[src/rtl/irqc_pkg.sv]
package irqc_pkg;

    localparam int DATA_W   = 32;
    localparam int FD_BIT   = 0;
    localparam int OOM_BIT  = 2;
    localparam int STAT_OFS = 0;
    localparam int ESET_OFS = 1;
    localparam int ECLR_OFS = 2;

    typedef enum logic [1:0] {
        SEL_STAT = 2'd0,
        SEL_ESET = 2'd1,
        SEL_ECLR = 2'd2,
        SEL_NONE = 2'd3
    } reg_sel_e;

    typedef struct packed {
        logic oom;
        logic fd;
    } src_t;

    function automatic src_t word_to_src(input logic [DATA_W-1:0] w);
        src_t s;
        s.fd  = w[FD_BIT];
        s.oom = w[OOM_BIT];
        return s;
    endfunction

    function automatic logic [DATA_W-1:0] src_to_word(input src_t s);
        logic [DATA_W-1:0] w;
        w          = '0;
        w[FD_BIT]  = s.fd;
        w[OOM_BIT] = s.oom;
        return w;
    endfunction

    function automatic logic any_pending(input src_t stat, input src_t mask);
        return |(stat & mask);
    endfunction

endpackage

[src/rtl/irqc_status.sv]
module irqc_status
    import irqc_pkg::*;
(
    input  logic clk,
    input  logic rst,
    input  logic fd_pulse,
    input  logic oom_lvl,
    input  logic ack_we,
    input  src_t ack_bits,
    output src_t stat
);
    logic fd_q;

    always_ff @(posedge clk) begin
        if (rst)
            fd_q <= 1'b0;
        else if (fd_pulse)
            fd_q <= 1'b1;
        else if (ack_we && ack_bits.fd)
            fd_q <= 1'b0;
    end

    always_comb begin
        stat.fd  = fd_q;
        stat.oom = oom_lvl;
    end
endmodule

[src/rtl/irqc_mask.sv]
module irqc_mask
    import irqc_pkg::*;
(
    input  logic clk,
    input  logic rst,
    input  logic set_we,
    input  logic clr_we,
    input  src_t bits,
    output src_t mask
);
    src_t mask_q;

    always_ff @(posedge clk) begin
        if (rst)
            mask_q <= '0;
        else if (set_we)
            mask_q <= mask_q | bits;
        else if (clr_we)
            mask_q <= mask_q & ~bits;
    end

    assign mask = mask_q;
endmodule

[src/rtl/irqc_out.sv]
module irqc_out
    import irqc_pkg::*;
(
    input  logic              clk,
    input  logic              rst,
    input  reg_sel_e          sel,
    input  src_t              stat,
    input  src_t              mask,
    output logic [DATA_W-1:0] rdata,
    output logic              irq
);
    logic [DATA_W-1:0] rdata_q;
    logic              irq_q;

    always_ff @(posedge clk) begin
        if (rst) begin
            rdata_q <= '0;
            irq_q   <= 1'b0;
        end else begin
            unique case (sel)
                SEL_STAT:           rdata_q <= src_to_word(stat);
                SEL_ESET, SEL_ECLR: rdata_q <= src_to_word(mask);
                default:            rdata_q <= '0;
            endcase
            irq_q <= any_pending(stat, mask);
        end
    end

    assign rdata = rdata_q;
    assign irq   = irq_q;
endmodule

[src/rtl/irqc_top.sv]
module irqc_top
    import irqc_pkg::*;
#(
    parameter int ADDR_W = 4
) (
    input  logic              clk,
    input  logic              rst,
    input  logic [ADDR_W-1:0] bus_addr,
    input  logic              bus_wr,
    input  logic [DATA_W-1:0] bus_wdata,
    output logic [DATA_W-1:0] bus_rdata,
    input  logic              frame_done_pulse,
    input  logic              oom_level,
    output logic              host_irq
);
    reg_sel_e sel;
    src_t     wbits;
    src_t     stat_w;
    src_t     mask_w;

    always_comb begin
        if (bus_addr == ADDR_W'(STAT_OFS))
            sel = SEL_STAT;
        else if (bus_addr == ADDR_W'(ESET_OFS))
            sel = SEL_ESET;
        else if (bus_addr == ADDR_W'(ECLR_OFS))
            sel = SEL_ECLR;
        else
            sel = SEL_NONE;
    end

    assign wbits = word_to_src(bus_wdata);

    irqc_status u_status (
        .clk      (clk),
        .rst      (rst),
        .fd_pulse (frame_done_pulse),
        .oom_lvl  (oom_level),
        .ack_we   (bus_wr && sel == SEL_STAT),
        .ack_bits (wbits),
        .stat     (stat_w)
    );

    irqc_mask u_mask (
        .clk    (clk),
        .rst    (rst),
        .set_we (bus_wr && sel == SEL_ESET),
        .clr_we (bus_wr && sel == SEL_ECLR),
        .bits   (wbits),
        .mask   (mask_w)
    );

    irqc_out u_out (
        .clk   (clk),
        .rst   (rst),
        .sel   (sel),
        .stat  (stat_w),
        .mask  (mask_w),
        .rdata (bus_rdata),
        .irq   (host_irq)
    );
endmodule

[config.mk]
export PLATFORM = sky130hd
export DESIGN_NAME = irqc_top
export DESIGN_NICKNAME = d
export VERILOG_FILES = /design/src/rtl/irqc_pkg.sv /design/src/rtl/irqc_status.sv /design/src/rtl/irqc_mask.sv /design/src/rtl/irqc_out.sv /design/src/rtl/irqc_top.sv
export SDC_FILE = /design/constraint.sdc
export NUM_CORES = 1
export LEC_CHECK = 0
export ABC_AREA = 1
export ABC_CLOCK_PERIOD_IN_PS = 970
export BUFFER_PORTS_ARGS = -buffer_cell sky130_fd_sc_hd__buf_2
export CORE_MARGIN = 3
export CORE_UTILIZATION = 26
export DETAILED_ROUTE_END_ITERATION = 8
export PLACE_DENSITY = 0.86
export SLEW_MARGIN = 20
export SYNTH_ARGS = -nofsm -noshare
export SYNTH_HDL_FRONTEND = slang
export SYNTH_SLANG_ARGS = --single-unit
[constraint.sdc]
create_clock -name clk -period 0.97 [get_ports clk]
set_clock_uncertainty 0.1 [all_clocks]
set_input_delay 0.0485 -clock clk [delete_from_list [all_inputs] [get_ports clk]]
set_output_delay 0.0485 -clock clk [all_outputs]
set_load 0.1 [all_outputs]
==> results.json <==
{
  "io_buffers": 13,
  "holdCritStartpoint": "bus_wdata[2]",
  "final_cells": 114,
  "setup_ws_ns": 0.0635,
  "numCtsBuffers": 3,
  "power.leakage_nw": 0.312,
  "rsz0062_at_grt": "no",
  "yosysTopAreaCellShare_pct": 43.0,
  "p_int_w": 0.000433,
  "fmax_mhz": 1100,
  "syn_avg_cell_area_um2": 7.49,
  "synth.area.top_cells": "buf_4 (43%), dfxtp_1 (23%), ha_1 (9.5%)",
  "irDropWorstVdd_mv": 0.926,
  "crit_family": "simple AND/OR/NAND/NOR gates",
  "cts.path.max_buffers": 2,
  "diodes": 0,
  "holdPathStages": 3,
  "synth_top_cell_by_area": "buf_4",
  "drt_iter0_drc": 5,
  "ff2ff_path_depth": 2,
  "gp_routability_congestion": 0.646,
  "postCtsSetupRepairBufs": 0,
  "crit_buf_inv": 3,
  "avgViaCountPerCell": 3.61,
  "cp_slowest_cell": "or2_1",
  "clk_pin_slew_ns": 0.04,
  "grt_usage_pct": 6.52,
  "cts_tree": "yes",
  "initial_utilization_pct": 28.8,
  "period_needed_ns": 0.907,
  "startpoint_type": "input pin",
  "cts_root_buf": "clkbuf_4",
  "ff2ff_setup_slack_ns": 0.25,
  "synth_cells": 70,
  "htreeDepth": 1,
  "via_count": 411,
  "clock-sinks": 6,
  "cap_violations": 0,
  "grt_pass1_vias": 338,
  "min_period_over_period_pct": 93.5,
  "routedWlPerCell_um": 7.71,
  "path_cells": "buf_2, nor2_4, inv_2, nor2_4, inv_2, ha_2, or2_1, a21oi_2",
  "antenna_found_initial": 0,
  "synth_area_um2": 524,
  "die_area_mm2": 0.00259,
  "drive_gt1_share_pct": 33.7,
  "worst-path-max-fanout": 3,
  "sw_frac_of_total_pct": 59.3,
  "synth_warnings": 0,
  "setup_viol": 0,
  "clkPwrFrac_pct": 20.4,
  "cp_slowest_stage_delay_ns": 0.24,
  "crit_required_ns": 1.03,
  "synthDistinctLibCells": 10,
  "startpoint": "bus_addr[3]",
  "grt_start_max_net_pins": 6,
  "drc": 0,
  "ys_ff_latch": 6,
  "fin_hold_ws_ns": 0.00240,
  "postRouteAntennaNets": 0,
  "ios": 74,
  "post-dp-hpwl_um": 759,
  "rows": 15,
  "slew_violations": 0,
  "grt_pass1_wl_mm": 1.31,
  "crit_arrival_ns": 0.97,
  "power_frac_comb_pct": 55.4,
  "netSwitchingPower_w": 0.000630,
  "globalRouteOverflowTotal": 0,
  "dr.pass1.iters": 6,
  "power.density_mw_per_mm2": 1650,
  "synth-seq-area-share_pct": 22.9,
  "endpoint_kind": "register",
  "core_mm2": 0.00182,
  "clk_latency_ns": 0.24,
  "dp_slack_ns": -0.220,
  "tns_ns": 0,
  "status": "finished clean",
  "setup.worst_path.class": "in2reg",
  "drt_wl_total_um": 879,
  "area_delta_synth_final_pct": 23.2,
  "holdCritPathClass": "in2reg",
  "die_y_um": 50.9,
  "fin_util_pct": 35.5,
  "final_nets": 136,
  "numPlacedInstances": 108,
  "p_seq_share_pct": 24.2,
  "die_w_um": 50.9,
  "hold_violations": 0
}
Yosys cell counts:
cell type	instances
nand2_1	9
inv_1	5
a21oi_1	6
buf_4	30
ha_1	4
or2_1	1
nor2_1	3
dfxtp_1	6
nand3_1	5
conb_1	1
layer usage:
layer,global-route usage (%),wire (um)
met1,7.05,283
met2,10.3,447
met3,4.66,147
met4,1.35,0
met5,0,0
cell usage in the layout, fill, tap and decap left out, drive strengths merged:
master | Yosys | routed
nor2 | 3 | 3
buf | 30 | 14
clkbuf | 0 | 3
dlygate4sd3 | 0 | 3
nand3 | 5 | 5
dfxtp | 6 | 6
nand2 | 9 | 9
a21oi | 6 | 6
conb | 1 | 30
inv | 5 | 5
or2 | 1 | 1
ha | 4 | 4
metrics by stage:
| step | power (W) | area [um^2] |
|---|---|---|
| after floorplan | 0.000890 | 662 |
| after global placement | 0.000833 | 586 |
| after detailed placement | 0.000835 | 586 |
| after CTS | 0.00107 | 638 |
| after global routing | 0.00110 | 646 |
| final | 0.00106 | 646 |
kinds of logic after synthesis:
kind of cell               after synthesis  share of synthesized area (%)
DFF                                      6                           22.9
other                                    1                          0.715
and+or+nand+nor                         18                           14.6
AOI/OAI and AO/OA                        6                           5.73
buffers and inverters                   35                           46.5
adders and majority gates                4                           9.55
cell type report:
| type | count | area [um^2] |
|---|---|---|
| clock buffers | 3 | 22.5 |
| fillers | 209 | 1170 |
| inverters | 5 | 18.8 |
| multi-input cells | 58 | 302 |
| flip-flops and latches | 6 | 124 |
| well taps | 25 | 31.3 |
| repair buffers | 17 | 148 |
tightest hold or removal path: stages:
cell and delay, ns:
buf_2 0.10, nand3_1 0.07, a21oi_1 0.06
power by group through the flow:
stage               combinational [W]  sequential, W  clock, W
floorplan                    0.000625       0.000264         0
global placement             0.000572       0.000261         0
detailed placement           0.000574       0.000261         0
CTS                          0.000585       0.000257  0.000227
global route                 0.000606       0.000257  0.000242
finish                       0.000589       0.000257  0.000217
worst max path at each step:
stage,end,cells past startpoint
finish,u_out.rdata[2],8
global route,u_out.rdata[0],9
floorplan,u_out.rdata[0],8
global placement,u_out.rdata[0],9
CTS,u_out.rdata[2],9
detailed placement,u_out.rdata[2],9
timing repair:
action                     in CTS  in global routing
setup endpoints to repair       0                  3
hold buffers                    3                  0
hold endpoints to repair        5                  0
gates resized for setup         0                  4
No activity file was read; power rests on OpenSTA's default activity.
